### config.mk
export PLATFORM = sky130hd
export DESIGN_NAME = opAddrGen
export DESIGN_NICKNAME = d
export VERILOG_FILES = /design/src/rtl/opag_pkg.sv /design/src/rtl/opag_ctrl.sv /design/src/rtl/opag_dpath.sv /design/src/rtl/opAddrGen.sv
export SDC_FILE = /design/constraint.sdc
export NUM_CORES = 1
export LEC_CHECK = 0
export ABC_CLOCK_PERIOD_IN_PS = 11510
export CORE_MARGIN = 5
export CORE_UTILIZATION = 50
export CTS_BUF_LIST = sky130_fd_sc_hd__clkbuf_2 sky130_fd_sc_hd__clkbuf_4 sky130_fd_sc_hd__clkbuf_8
export DETAILED_ROUTE_END_ITERATION = 8
export GPL_TIMING_DRIVEN = 1
export HOLD_SLACK_MARGIN = 0.06
export PLACE_DENSITY_LB_ADDON = 0.15
export SETUP_SLACK_MARGIN = 0.2
export SLEW_MARGIN = 15
export SYNTH_ARGS = -nofsm -noshare
export SYNTH_HDL_FRONTEND = slang
export SYNTH_SLANG_ARGS = --single-unit
export TNS_END_PERCENT = 5
### constraint.sdc
create_clock -name clk -period 11.51 [get_ports clk]
set_input_delay 1.151 -clock clk [delete_from_list [all_inputs] [get_ports clk]]
set_output_delay 1.151 -clock clk [all_outputs]
set_load 0.05 [all_outputs]
### src/rtl/opag_pkg.sv
package opag_pkg;
  localparam int ADDR_W = 16;
  localparam int BYTE_W = 8;
  localparam int LEN_W  = 3;

  typedef enum logic [2:0] {
    MODE_INH   = 3'd0,
    MODE_DIR   = 3'd1,
    MODE_EXT   = 3'd2,
    MODE_IDX_X = 3'd3,
    MODE_IDX_Y = 3'd4,
    MODE_REL   = 3'd5
  } opagMode_e;

  typedef enum logic [1:0] {
    SRC_NONE  = 2'd0,
    SRC_PAGE0 = 2'd1,
    SRC_ABS   = 2'd2,
    SRC_INDEX = 2'd3
  } addrSrc_e;

  typedef struct packed {
    logic             addrValid;
    addrSrc_e         addrSrc;
    logic             useIy;
    logic             isBranch;
    logic [LEN_W-1:0] instLen;
  } opagStrobe_t;
endpackage

### src/rtl/opag_ctrl.sv
module opag_ctrl
  import opag_pkg::*;
(
  input  logic [2:0]  modeSel,
  input  logic        hasPrebyte,
  output opagStrobe_t strb
);
  localparam logic [LEN_W-1:0] LEN_ONE   = LEN_W'(1);
  localparam logic [LEN_W-1:0] LEN_TWO   = LEN_W'(2);
  localparam logic [LEN_W-1:0] LEN_THREE = LEN_W'(3);

  logic [LEN_W-1:0] baseLen;
  logic             addEscape;

  always_comb begin
    strb.addrValid = 1'b0;
    strb.addrSrc   = SRC_NONE;
    strb.useIy     = 1'b0;
    strb.isBranch  = 1'b0;
    baseLen        = LEN_ONE;
    addEscape      = hasPrebyte;
    case (modeSel)
      MODE_DIR: begin
        strb.addrValid = 1'b1;
        strb.addrSrc   = SRC_PAGE0;
        baseLen        = LEN_TWO;
      end
      MODE_EXT: begin
        strb.addrValid = 1'b1;
        strb.addrSrc   = SRC_ABS;
        baseLen        = LEN_THREE;
      end
      MODE_IDX_X: begin
        strb.addrValid = 1'b1;
        strb.addrSrc   = SRC_INDEX;
        baseLen        = LEN_TWO;
      end
      MODE_IDX_Y: begin
        strb.addrValid = 1'b1;
        strb.addrSrc   = SRC_INDEX;
        strb.useIy     = 1'b1;
        baseLen        = LEN_TWO;
        addEscape      = 1'b1;   // Y form always carries the escape byte
      end
      MODE_REL: begin
        strb.isBranch  = 1'b1;
        baseLen        = LEN_TWO;
      end
      default: begin
        baseLen        = LEN_ONE;
      end
    endcase
    strb.instLen = baseLen + LEN_W'(addEscape);
  end
endmodule

### src/rtl/opag_dpath.sv
module opag_dpath
  import opag_pkg::*;
#(
  parameter int AW = ADDR_W,
  parameter int BW = BYTE_W
) (
  input  logic             clk,
  input  logic             rst,
  input  opagStrobe_t      strb,
  input  logic [BW-1:0]    opByte0,
  input  logic [BW-1:0]    opByte1,
  input  logic [AW-1:0]    idxX,
  input  logic [AW-1:0]    idxY,
  input  logic [AW-1:0]    pcIn,
  input  logic             branchTaken,
  output logic [AW-1:0]    addrOut,
  output logic             addrValid,
  output logic [AW-1:0]    nextPc,
  output logic [LEN_W-1:0] instLen
);
  localparam int EXT_W = AW - BW;

  logic [AW-1:0] idxBase, idxSum, seqPc, relOff, brTarget;
  logic [AW-1:0] addrNxt, pcNxt;

  always_comb begin
    idxBase  = strb.useIy ? idxY : idxX;
    idxSum   = idxBase + {{EXT_W{1'b0}}, opByte0};
    seqPc    = pcIn + AW'(strb.instLen);
    relOff   = {{EXT_W{opByte0[BW-1]}}, opByte0};
    brTarget = seqPc + relOff;
    pcNxt    = (strb.isBranch && branchTaken) ? brTarget : seqPc;
    case (strb.addrSrc)
      SRC_PAGE0: addrNxt = {{EXT_W{1'b0}}, opByte0};
      SRC_ABS:   addrNxt = {opByte0, opByte1};
      SRC_INDEX: addrNxt = idxSum;
      default:   addrNxt = '0;
    endcase
  end

  always_ff @(posedge clk) begin
    if (rst) begin
      addrOut   <= '0;
      addrValid <= 1'b0;
      nextPc    <= '0;
      instLen   <= '0;
    end else begin
      addrOut   <= addrNxt;
      addrValid <= strb.addrValid;
      nextPc    <= pcNxt;
      instLen   <= strb.instLen;
    end
  end

  // a non-taken path lands one instruction length past pcIn
  p_seq_pc_r7: assert property (@(posedge clk) disable iff (rst)
    (!(strb.isBranch && branchTaken)) |=> (nextPc == $past(pcIn) + AW'(instLen)));

  // reset empties every output
  p_reset_clear_r8: assert property (@(posedge clk)
    rst |=> (addrOut == '0 && !addrValid && nextPc == '0 && instLen == '0));

  // an invalid address is always reported as zero
  p_invalid_zero_r5: assert property (@(posedge clk) disable iff (rst)
    (!addrValid) |-> (addrOut == '0));
endmodule

### src/rtl/opAddrGen.sv
module opAddrGen
  import opag_pkg::*;
(
  input  logic        clk,
  input  logic        rst,
  input  logic [2:0]  modeSel,
  input  logic [7:0]  opByte0,
  input  logic [7:0]  opByte1,
  input  logic [15:0] idxX,
  input  logic [15:0] idxY,
  input  logic [15:0] pcIn,
  input  logic        hasPrebyte,
  input  logic        branchTaken,
  output logic [15:0] addrOut,
  output logic        addrValid,
  output logic [15:0] nextPc,
  output logic [2:0]  instLen
);
  opagStrobe_t strb;

  opag_ctrl i_ctrl (
    .modeSel    (modeSel),
    .hasPrebyte (hasPrebyte),
    .strb       (strb)
  );

  opag_dpath #(.AW(ADDR_W), .BW(BYTE_W)) i_dpath (
    .clk         (clk),
    .rst         (rst),
    .strb        (strb),
    .opByte0     (opByte0),
    .opByte1     (opByte1),
    .idxX        (idxX),
    .idxY        (idxY),
    .pcIn        (pcIn),
    .branchTaken (branchTaken),
    .addrOut     (addrOut),
    .addrValid   (addrValid),
    .nextPc      (nextPc),
    .instLen     (instLen)
  );

  // page-zero form never leaves the first 256 bytes
  p_page0_high_r1: assert property (@(posedge clk) disable iff (rst)
    (modeSel == MODE_DIR) |=> (addrValid && addrOut[15:8] == 8'h00));

  // absolute form length follows the escape flag
  p_abs_len_r2: assert property (@(posedge clk) disable iff (rst)
    (modeSel == MODE_EXT) |=> (instLen == 3'd3 + 3'($past(hasPrebyte))));

  // Y-indexed form is always three bytes
  p_idxy_len_r4: assert property (@(posedge clk) disable iff (rst)
    (modeSel == MODE_IDX_Y) |=> (instLen == 3'd3 && addrValid));

  // register-only form has no memory operand
  p_inh_invalid_r5: assert property (@(posedge clk) disable iff (rst)
    (modeSel == MODE_INH) |=> (!addrValid && addrOut == 16'h0000));
endmodule

# After elaboration in Yosys (flattened, before gate mapping)
# Index checks and enable logic that the tools add are counted.
op_classes:
  mux: 8
  n_reduce_logical: 3
  add_sub_neg: 4
  n_eq_ne: 8
op_table:
  columns: ["op", "n"]
  rows:
  - ["$pmux 16 s3", 1]
  - ["$mux 16", 2]
  - ["$add 16x16->16", 1]
  - ["$add 16x3->16", 1]
  - ["$add 16x8->16", 1]
  - ["$pmux 3 s3", 1]
  - ["$eq 3x2->1 const B", 2]
  - ["$eq 3x3->1 const B", 2]
  - ["$eq 2x2->1 const B", 2]
  - ["$pmux 2 s2", 1]
  - ["$reduce_or 4->1", 1]
  - ["$add 2x1->3", 1]
  - ["$eq 3x1->1 const B", 1]
  - ["$mux 1", 3]
  - ["$eq 2x1->1 const B", 1]
  - ["$reduce_or 2->1", 1]
  - ["$logic_and 1x1->1", 1]
totals:
  out_inout_bits: 36
  input_bits: 71
  register_bits: 36
  elab_cells: 27

# Longest topological paths before layout
# Gate-level depths: netlist (run 1).
depth:
  ltp_word: 7
  mapped_depth: 22
  ltp_nobuf: 19

# Cells and area by module
# From an unflattened synthesis (run 1), not the netlist that was laid out.
unflattened:
  hier_cells: 374
  area_unflattened_um2: 3138.0
by_module_without_submodules:
  columns: ["module", "area_per_inst_um2", "cells_each", "instances"]
  rows:
  - ["opag_dpath", 3039.2, 358, 1]
  - ["opag_ctrl", 98.8, 16, 1]

# Worst setup path after synthesis (run 1)
# No wires, ideal clock.
synth_path:
  path_kind: "input port to flip-flop"
  start: "in modeSel[0]"
  end: "reg i_dpath.nextPc[15]"
  setup_slack_ns: 6.343
  arrival_time_ns: 5.043
  t_required_ns: 11.386
  path_stages: 21
  path_buffers: 3
  path_cell_list: "buf_2 -> or3b_1 -> clkbuf_1 -> clkbuf_1 -> nand2b_1 -> ha_1 -> ha_1 -> inv_1 -> fa_1 -> nor2b_1 -> o21ai_1 -> or3_1 -> nor3b_1 -> xor2_1 -> ha_1 -> nand2_1 -> o21ai_0 -> nor3_1 -> mux2_2 -> o21ai_0 -> o31ai_1"
synth_lines:
  columns: ["item", "line_no", "source"]
  rows:
  - ["start, declared", "opAddrGen.sv:6", "input logic [2:0] modeSel,"]
  - ["end signal, assigned", "opag_dpath.sv:50", "nextPc <= pcNxt;"]
  - ["end, declared", "opag_dpath.sv:18", "output logic [AW-1:0] nextPc,"]

==> metrics.csv, run 1 <==
stage,metric,value,unit
global_routing,number of global-route vias before repair,3187,
cts,CTS Hold Bufs,0,
detailed_routing,DR WL/cell,15.3,microns
detailed_routing,via count,3316,
floorplanning,full die area,0.00792,sq mm
placed_design,GPL Wtd Cong,0.938,
cts,clk sink count,36,
detailed_routing,Via density,5.65,
synthesis,Synth Register Bits,36,
timing,final setup violation count,0,
synthesis,mean post-synth cell area,7.61,sq um
timing,setup TNS,0,ns
detailed_routing,initial drt markers,218,
synthesis,Synth top area share,23.1,%
global_routing,first-pass GRT wire length,14.6,mm
floorplanning,Die X,89.0,microns
timing,final hold vios,0,
global_routing,pin count of the biggest net entering global routing,26,
timing,pins over their slew limit,0,
synthesis,synthesized cell area,0.00312,sq mm
cts,CTS tree,done,
timing,f_max,164,MHz
cts,postcts setup bufs,0,
detailed_routing,Initial DRT Pass Iterations,5,
floorplanning,Core Box Area,0.00599,sq mm
cts,"CTS clk-pin slew, worst paths",0.08,ns
synthesis,"top cells by area, synth","dfxtp_1 23%, ha_1 12%, nand2_1 8.7%, a21oi_1 6.4%, xnor2_1 5.3%",
setup_path,Critical Path RT,11.69,ns
cts,clock buffer depth,2,
cells_and_area,fin util,72.9,%
cells_and_area,Syn-to-layout area delta,40.0,%
floorplanning,Cell Rows,28,
timing,max_slew headroom,40.5,%
timing,RSZ-0062 raised after global routing,no,
synthesis,net count after synthesis,513,
global_routing,grt ovf,0,
detailed_routing,final wirelength,8.95,mm
synthesis,Netlist cell types,56,
synthesis,Main synth FF type,dfxtp_1,
setup_path,Critical Path AT,6.29,ns
floorplanning,IO Pins,107,
synthesis,Post-synth ARST share,0,%
detailed_routing,DR DRC count,0,
cells_and_area,nets@finish,614,
cts,CTS H-tree lvls,2,
cts,post-cts sizing count,0,
setup_path,Startpoint Class,input port,
run_status,status,"complete, no violations",
synthesis,register area share after synthesis,23.1,%
power_and_ir_drop,Pwr Density,106,mW/mm^2
synthesis,Post-synth EDFFs,0,
setup_path,"critical path fanouts, max",21,
timing,fin crit share,53.1,%
synthesis,"area leader, netlist",dfxtp_1,
timing,Worst Tran Pin Value,0.890,ns
setup_path,Crit Path Class,in2reg,
power_and_ir_drop,maximum VDD drop,0.0999,mV
synthesis,Post-Syn Instances,410,
timing,Final min period,6.11,ns
power_and_ir_drop,leak pwr,0.00180,uW
cells_and_area,ANT cells,0,
flow_run,max cap viols,0,
setup_path,crit end category,flop,
placed_design,IO buf count,106,
global_routing,initial antenna violation count,0,
floorplanning,initial core utilization,52.1,%
global_routing,total track usage,23.2,%
min_path,Hold Path Class,in2reg,
floorplanning,DIE HEIGHT,89.0,microns
synthesis,yosys warns,0,
placed_design,DP HPWL,7.18,mm
cts,TritonCTS Buffers,5,
cts,root cell of the clock tree,clkbuf_8,
detailed_routing,antenna-violating nets left,0,
cells_and_area,fraction of layout cells with a size suffix above 1,3.32,%
-- critical path, cell delays in order --
cell	delay, ns
clkdlybuf4s50_1	0.93
or3b_1	0.53
nand2b_1	0.14
ha_1	0.22
ha_1	0.29
inv_1	0.07
fa_1	0.42
nor2b_1	0.14
o21ai_1	0.14
or3_1	0.47
nor3b_1	0.25
xor2_1	0.29
ha_1	0.34
a21oi_1	0.21
o21ai_0	0.16
o21bai_1	0.17
a21oi_1	0.09
o21ai_0	0.19
o31ai_1	0.09
-- where the power goes --
| part | internal [uW] | switching (uW) |
|---|---|---|
| logic | 89.7 | 116 |
| registers | 133 | 2.02 |
| clock network | 76.4 | 46.9 |
| total | 299 | 165 |
-- cell type report --
type | count | area (sq um)
clock buffers | 7 | 96.3
clock inverters | 1 | 30.0
fillers | 486 | 1620
inverters | 12 | 45.0
multi-input cells | 348 | 2310
flip-flops and latches | 36 | 721
well taps | 75 | 93.8
repair buffers | 108 | 1080
-- through the flow --
stage | std cells | hold slack [ns] | instance area (sq um) | total power [uW] | worst slack (ns)
finish | 587 | 1.61 | 4370 | 465 | 5.40
global route | 587 | 1.62 | 4370 | 493 | 4.98
CTS | 587 | 1.61 | 4360 | 466 | 5.45
detailed placement | 579 | 1.92 | 4240 | 342 | 5.15
global placement | 579 | 1.88 | 4240 | 338 | 5.40
floorplan | 410 | 1.26 | 3120 | 274 | 6.34
-- cell usage in the layout, fill, tap and decap left out, drive strengths merged, types with 2 or more instances in the layout --
| master | instances |
|---|---|
| clkdlybuf4s50 | 106 |
| clkbuf | 7 |
| o22a | 4 |
| nor3 | 6 |
| a21o | 7 |
| nor2 | 29 |
| o21ai | 25 |
| xor2 | 16 |
| xnor2 | 19 |
| nor3b | 3 |
| nor2b | 6 |
| a22o | 2 |
| o31ai | 4 |
| fa | 3 |
| ha | 29 |
| nand3 | 5 |
| nor4b | 2 |
| a211oi | 9 |
| a21oi | 41 |
| dfxtp | 36 |
| nand4 | 5 |
| inv | 12 |
| or3 | 3 |
| and3 | 6 |
| a31oi | 4 |
| nand2 | 72 |
| o21bai | 3 |
| nand2b | 6 |
| mux2i | 9 |
| o21a | 3 |
| buf | 2 |
| a22oi | 5 |
| mux2 | 2 |
| and4 | 2 |
-- state kept, by name, summed over array words and instances (netlist names) --
register,count
i_dpath.instLen,3
i_dpath.addrOut,16
i_dpath.nextPc,16
i_dpath.addrValid,1
-- per-layer routing --
layer / track usage, % / part of all wire [%] / vias to the layer above
li1: - / - / 1671
met2: 40.3 / 48 / 113
met3: 4.06 / 6.4 / 17
met4: 7.58 / 1.8 / 0
met5: 0 / 0 / -
met1: 29.1 / 43 / 1515
-- cell usage after synthesis, types with 2 or more instances --
cell type,number
a21oi_1,40
buf_2,2
a31oi_1,4
nand3_1,5
o21a_1,3
o22a_1,4
nor3_1,6
clkbuf_1,11
dfxtp_1,36
fa_1,3
and4_1,2
a22o_1,2
or3_1,3
xnor2_1,19
nor3b_1,2
a211oi_1,9
nand2b_1,6
nand2_1,72
o31ai_1,4
o21ai_0,21
and3_1,6
ha_1,29
mux2_2,2
a21o_1,7
o21ai_1,4
o21bai_1,3
inv_1,11
xor2_1,16
a22oi_1,5
nor4b_1,2
nor2_1,29
nand4_1,5
mux2i_1,9
nor2b_1,6
-- final timing paths --
path  startpoint                             end  slack, ns  cells after the start
max   modeSel[1]   i_dpath.nextPc[15]$_SDFF_PP0_       5.40                     19
min   opByte0[3]  i_dpath.addrOut[11]$_SDFF_PP0_       1.61                      3
-- logic make-up after synthesis --
kind of cell / Yosys count / synth area share, %
multiplexers: 11 / 3.61
flip-flops: 36 / 23.1
AND/OR/NAND/NOR: 151 / 22.8
adder cells (fa/ha/maj): 32 / 13.5
buffers and inverters: 26 / 3.21
AO/OA/AOI/OAI: 119 / 24.0
XOR/XNOR: 35 / 9.82
Power figures use the tool's default switching activity.
==> run 2: changes to the inputs <==
Settings changed: ABC_CLOCK_PERIOD_IN_PS 11510 to 5800, CORE_UTILIZATION 50 to 48.
Clock period 11.51 ns to 5.8 ns, I/O delays scaled along.
==> run 2 against run 1 <==
  * Via count rose by 1.3%
  * Hold slack worse by 0.58 ns
  * Critical endpoint unchanged
  * Highest routed layer unchanged
  * Sequential cell count did not move
  * First-iteration DRC count down 7.3%
  * Critical path type unchanged
  * Power rose by 99%
  * Cell area up 0.77%
  * Routed wire length up 5.7%
  * Largest power group unchanged
  * Global-route usage down 1.3 points
  * Sequential power up 99%
==> metrics.csv, run 2 (synthesis gave the netlist of run 1 again) <==
stage,metric,value,unit
floorplanning,initial core utilization,49.2,%
detailed_routing,Initial DRT Pass Iterations,7,
power_and_ir_drop,Internal,596,uW
detailed_routing,via count,3358,
cells_and_area,Post-Layout Cell Count,594,
timing,setup TNS,0,ns
power_and_ir_drop,"Power, Total",925,uW
timing,Final min period,4.84,ns
global_routing,number of global-route vias before repair,3172,
setup_path,"critical path fanouts, max",21,
power_and_ir_drop,maximum VDD drop,0.183,mV
cells_and_area,fraction of layout cells with a size suffix above 1,4.06,%
floorplanning,full die area,0.00822,sq mm
timing,pins over their slew limit,0,
cts,CTS H-tree lvls,2,
setup_path,CP dominant cell by count,ha_1,
detailed_routing,antenna-violating nets left,0,
cts,postcts setup bufs,0,
setup_path,slowest cell on the critical path,or3_1,
cells_and_area,"most common cell after layout, fill and taps aside",clkdlybuf4s50_1,
global_routing,initial antenna violation count,0,
detailed_routing,DR WL/cell,15.9,microns
timing,final setup violation count,0,
cts,CTS Hold Bufs,0,
cts,"CTS clk-pin slew, worst paths",0.07,ns
setup_path,Startpoint Class,input port,
cts,root cell of the clock tree,clkbuf_8,
cells_and_area,Syn-to-layout area delta,41.0,%
floorplanning,IO Pins,107,
global_routing,pin count of the biggest net entering global routing,26,
cts,clock buffer depth,2,
global_routing,total track usage,21.9,%
timing,final hold vios,0,
placed_design,GPL Wtd Cong,0.948,
setup_path,"slowest stage delay, CP",0.46,ns
floorplanning,Die X,90.6,microns
cells_and_area,most frequent cells in the layout,"106 x clkdlybuf4s50_1, 72 x nand2_1, 40 x a21oi_1, 36 x dfxtp_1",
floorplanning,Core Box Area,0.00635,sq mm
cells_and_area,nets@finish,619,
power_and_ir_drop,Pwr Density,210,mW/mm^2
global_routing,first-pass GRT wire length,15.0,mm
detailed_routing,DR DRC count,0,
cts,CTS tree,done,
cts,clk sink count,36,
cells_and_area,biggest regs,"i_dpath.addrOut x16, i_dpath.nextPc x16, i_dpath.instLen x3",
floorplanning,DIE HEIGHT,90.6,microns
timing,max_slew headroom,26.0,%
placed_design,DP HPWL,7.42,mm
power_and_ir_drop,leak pwr,0.00182,uW
power_and_ir_drop,sw frac,35.6,%
setup_path,crit end category,flop,
timing,fin crit share,83.5,%
flow_run,max cap viols,0,
cts,TritonCTS Buffers,5,
timing,RSZ-0062 raised after global routing,no,
setup_path,Crit path max-delay family,simple AND/OR/NAND/NOR gates,
power_and_ir_drop,logic gate share of total power,44.6,%
timing,f_max,206,MHz
floorplanning,Cell Rows,29,
timing,Setup WS post-layout,0.956,ns
detailed_routing,initial drt markers,202,
power_and_ir_drop,Reg power frac,29.0,%
cells_and_area,ANT cells,0,
power_and_ir_drop,sw power,330,uW
setup_path,Critical Path AT,5.02,ns
power_and_ir_drop,clock power share,26.4,%
placed_design,IO buf count,106,
detailed_routing,Via density,5.65,
placed_design,post-placement setup slack,0.669,ns
setup_path,Critical Path RT,5.98,ns
timing,Worst Tran Pin Value,1.09,ns
cts,post-cts sizing count,0,
setup_path,WP buf/inv,3,
setup_path,cell chain of the critical path,clkdlybuf4s50_1 -> buf_4 -> or3b_1 -> nand2b_1 -> ha_1 -> ha_1 -> inv_1 -> fa_1 -> nor2b_1 -> o21ai_1 -> or3_1 -> nor3b_1 -> xor2_1 -> ha_1 -> nand2_1 -> o21ai_0 -> nor3_1 -> mux2_2 -> o21ai_0 -> o31ai_1,
global_routing,grt ovf,0,
setup_path,Crit Path Class,in2reg,
min_path,Hold Path Class,in2reg,
run_status,status,"complete, no violations",
timing,WHS,1.03,ns
detailed_routing,final wirelength,9.47,mm
placed_design,placed insts,586,
run 2: cell types whose count changed in the layout (fill, tap and decap cells not counted):
| cell | before | now |
|---|---|---|
| nor4b_1 | 1 | 2 |
| nor4b_2 | 1 | 0 |
| buf_4 | 2 | 7 |
run 2: final timing paths:
path  startpoint                        endpoint  slack, ns  cells past startpoint
max   modeSel[1]   i_dpath.nextPc[15]$_SDFF_PP0_       0.96                     20
min   opByte0[3]  i_dpath.addrOut[11]$_SDFF_PP0_       1.03                      3
run 2: power groups by stage:
| stage | Combinational (uW) | Clock [uW] | Sequential [uW] |
|---|---|---|---|
| after floorplan | 208 | 0 | 335 |
| after global placement | 400 | 0 | 274 |
| after detailed placement | 409 | 0 | 274 |
| after CTS | 411 | 249 | 269 |
| after global routing | 448 | 256 | 270 |
| final | 413 | 244 | 269 |
run 2: layout make-up:
class,count,area [sq um]
sequential,36,721
clock inverter,1,30.0
inverter,12,45.0
timing repair buffer,113,1110
fill,521,1950
multi-input combinational,348,2300
tap,77,96.3
clock buffer,7,96.3
run 2: stage by stage:
step	cell area (sq um)	utilization, %
6_report	4400	69.3
5_1_grt	4400	69.3
4_1_cts	4400	69.3
3_5_place_dp	4280	67.3
3_3_place_gp	4280	67.3
2_1_floorplan	3120	-
run 2: per-layer routing:
layer / GRT usage, % / part of all wire (%)
met1: 27.0 / 42
met2: 37.9 / 49
met3: 4.50 / 7.1
met4: 6.58 / 1.4
met5: 0 / 0
==> run 3: changes to the inputs <==
Settings changed: ABC_CLOCK_PERIOD_IN_PS 5800 to 4800.
Clock period 5.8 ns to 4.8 ns, I/O delays scaled along.
==> run 3 against run 2 <==
  * Via count down 0.39%
  * Routed wire length down 2.0%
  * Combinational power up 24%
  * Largest cell class unchanged
  * Global-route usage up 0.48 points
  * Sequential share of layout area down 0.24 points
  * Clock-buffer cell count down 2
  * Largest power group unchanged
  * Power up 19%
  * Cell area up 1.5%
  * Clock power up 9.4%
  * Sequential power up 21%
  * Non-clock buffer count up 4
==> metrics.csv, run 3 (synthesis gave the netlist of run 1 again) <==
stage,metric,value,unit
floorplanning,Die X,90.6,microns
detailed_routing,DR DRC count,0,
detailed_routing,via count,3345,
setup_path,slowest cell on the critical path,clkdlybuf4s50_1,
detailed_routing,final wirelength,9.28,mm
power_and_ir_drop,maximum VDD drop,0.194,mV
placed_design,DP HPWL,7.41,mm
setup_path,Critical Path RT,4.98,ns
power_and_ir_drop,leak pwr,0.00184,uW
timing,pins over their slew limit,0,
floorplanning,IO Pins,107,
timing,f_max,229,MHz
power_and_ir_drop,"Power, Total",1100,uW
min_path,Hold Path Class,in2reg,
power_and_ir_drop,sw power,405,uW
setup_path,crit path launch,modeSel[2],
timing,RSZ-0062 raised after global routing,yes,
timing,fin crit share,91.1,%
timing,Setup WS post-layout,0.429,ns
detailed_routing,DR WL/cell,15.5,microns
power_and_ir_drop,sw frac,36.7,%
setup_path,Crit Path Class,in2reg,
cells_and_area,fin util,70.4,%
floorplanning,Cell Rows,29,
placed_design,IO buf count,106,
cts,root cell of the clock tree,clkbuf_8,
min_path,hold endpoint,i_dpath.addrOut[13]$_SDFF_PP0_,
cts,CTS H-tree lvls,2,
cells_and_area,most frequent cells in the layout,"106 x clkdlybuf4s50_1, 72 x nand2_1, 38 x a21oi_1, 36 x dfxtp_1",
global_routing,initial antenna violation count,0,
cells_and_area,Syn-to-layout area delta,43.1,%
cells_and_area,"most common cell after layout, fill and taps aside",clkdlybuf4s50_1,
flow_run,max cap viols,0,
timing,final hold vios,0,
timing,WHS,0.909,ns
setup_path,cell chain of the critical path,clkdlybuf4s50_1 -> buf_4 -> o21ai_0 -> ha_1 -> ha_1 -> inv_1 -> fa_1 -> nor2b_1 -> o21ai_1 -> or3_4 -> xnor2_1 -> ha_1 -> and4_1 -> a32oi_2 -> mux2_2 -> o21ai_1 -> o31ai_1,
cells_and_area,ANT cells,0,
power_and_ir_drop,clock power share,24.2,%
global_routing,pin count of the biggest net entering global routing,26,
cts,clk sink count,36,
setup_path,Startpoint Class,input port,
setup_path,Critical Path AT,4.55,ns
placed_design,GPL Wtd Cong,0.923,
global_routing,first-pass GRT wire length,15.2,mm
cells_and_area,nets@finish,623,
timing,max_slew headroom,28.0,%
detailed_routing,Initial DRT Pass Iterations,4,
global_routing,number of global-route vias before repair,3301,
cells_and_area,biggest regs,"i_dpath.addrOut x16, i_dpath.nextPc x16, i_dpath.instLen x3",
global_routing,grt ovf,0,
detailed_routing,Via density,5.59,
timing,Final min period,4.37,ns
floorplanning,DIE HEIGHT,90.6,microns
cts,clock buffer depth,2,
power_and_ir_drop,Pwr Density,247,mW/mm^2
placed_design,post-placement setup slack,-0.0457,ns
timing,Worst Tran Pin Value,1.07,ns
min_path,hold path depth,3,
cells_and_area,filler cell count,528,
cts,TritonCTS Buffers,5,
setup_path,"slowest stage delay, CP",0.47,ns
setup_path,crit end category,flop,
setup_path,CP dominant cell by count,ha_1,
detailed_routing,antenna-violating nets left,0,
floorplanning,Core Box Area,0.00635,sq mm
power_and_ir_drop,Internal,698,uW
cells_and_area,fraction of layout cells with a size suffix above 1,6.33,%
cts,CTS tree,done,
run_status,status,"complete, no violations",
floorplanning,initial core utilization,49.2,%
detailed_routing,initial drt markers,155,
global_routing,total track usage,22.4,%
floorplanning,full die area,0.00822,sq mm
power_and_ir_drop,Reg power frac,29.4,%
timing,final setup violation count,0,
setup_path,"critical path fanouts, max",14,
min_path,hold_sp,opByte0[5],
cts,"CTS clk-pin slew, worst paths",0.07,ns
power_and_ir_drop,logic gate share of total power,46.4,%
[run 3: changes by cell type in the layout (fill, tap and decap cells not counted), sizes merged]
cell | previous run | this run
clkbuf | 7 | 5
buf | 7 | 11
clkinvlp | 0 | 1
clkinv | 0 | 1
[run 3: per-stage QoR]
step	setup TNS (ns)	instance area, sq um	std cells
floorplan	0	3120	410
global placement	0	4310	589
detailed placement	-0.0457	4310	589
CTS	0	4420	597
global route	0	4470	598
finish	0	4470	598
[run 3: repair_timing]
| action | in CTS | in global routing |
|---|---|---|
| endpoints found under the setup margin | 0 | 4 |
| resized for setup | 0 | 11 |
| buffers inserted | 0 | 1 |
| hold buffers | 0 | 0 |
[run 3: critical path, delay by kind of cell]
| family | cells | cell delay (ns) |
|---|---|---|
| AOI/OAI and AO/OA | 5 | 0.68 |
| muxes | 1 | 0.38 |
| and+or+nand+nor | 3 | 0.78 |
| adders and majority gates | 4 | 1.27 |
| buffers and inverters | 3 | 0.74 |
| xor gates and xnor gates | 1 | 0.22 |
[run 3: how the worst max path moves through the flow]
stage / to / slack [ns] / cells after the start
CTS: i_dpath.nextPc[15]$_SDFF_PP0_ / 0.27 / 19
floorplan: i_dpath.nextPc[15]$_SDFF_PP0_ / 0.30 / 21
finish: i_dpath.nextPc[15]$_SDFF_PP0_ / 0.43 / 17
global route: i_dpath.nextPc[13]$_SDFF_PP0_ / 0.15 / 19
detailed placement: i_dpath.nextPc[15]$_SDFF_PP0_ / -0.05 / 19
global placement: i_dpath.nextPc[15]$_SDFF_PP0_ / 0.13 / 20
[run 3: power groups by stage]
stage	combinational, uW	sequential (uW)	clock, uW
detailed placement	501	332	0
global route	558	327	285
finish	511	325	267
CTS	505	325	273
floorplan	252	405	0
global placement	492	331	0
[run 3: cell type report]
class                      instances  area, sq um  share of cell area (%)
clock inverter                     3         42.5                   0.952
timing repair buffer             117         1160                    25.9
sequential                        36          721                    16.1
clock buffer                       5         68.8                    1.54
multi-input combinational        348         2340                    52.3
inverter                          12         45.0                    1.01
tap                               77         96.3                    2.16
[run 3: layer usage]
layer  vias to the layer above  GRT usage [%]  routed length [microns]
met3                        18           4.67                      481
met5                         -              0                        0
met1                      1542           26.3                     3960
met2                        95           39.9                     4640
li1                       1690              -                        -
met4                         0           7.44                      201
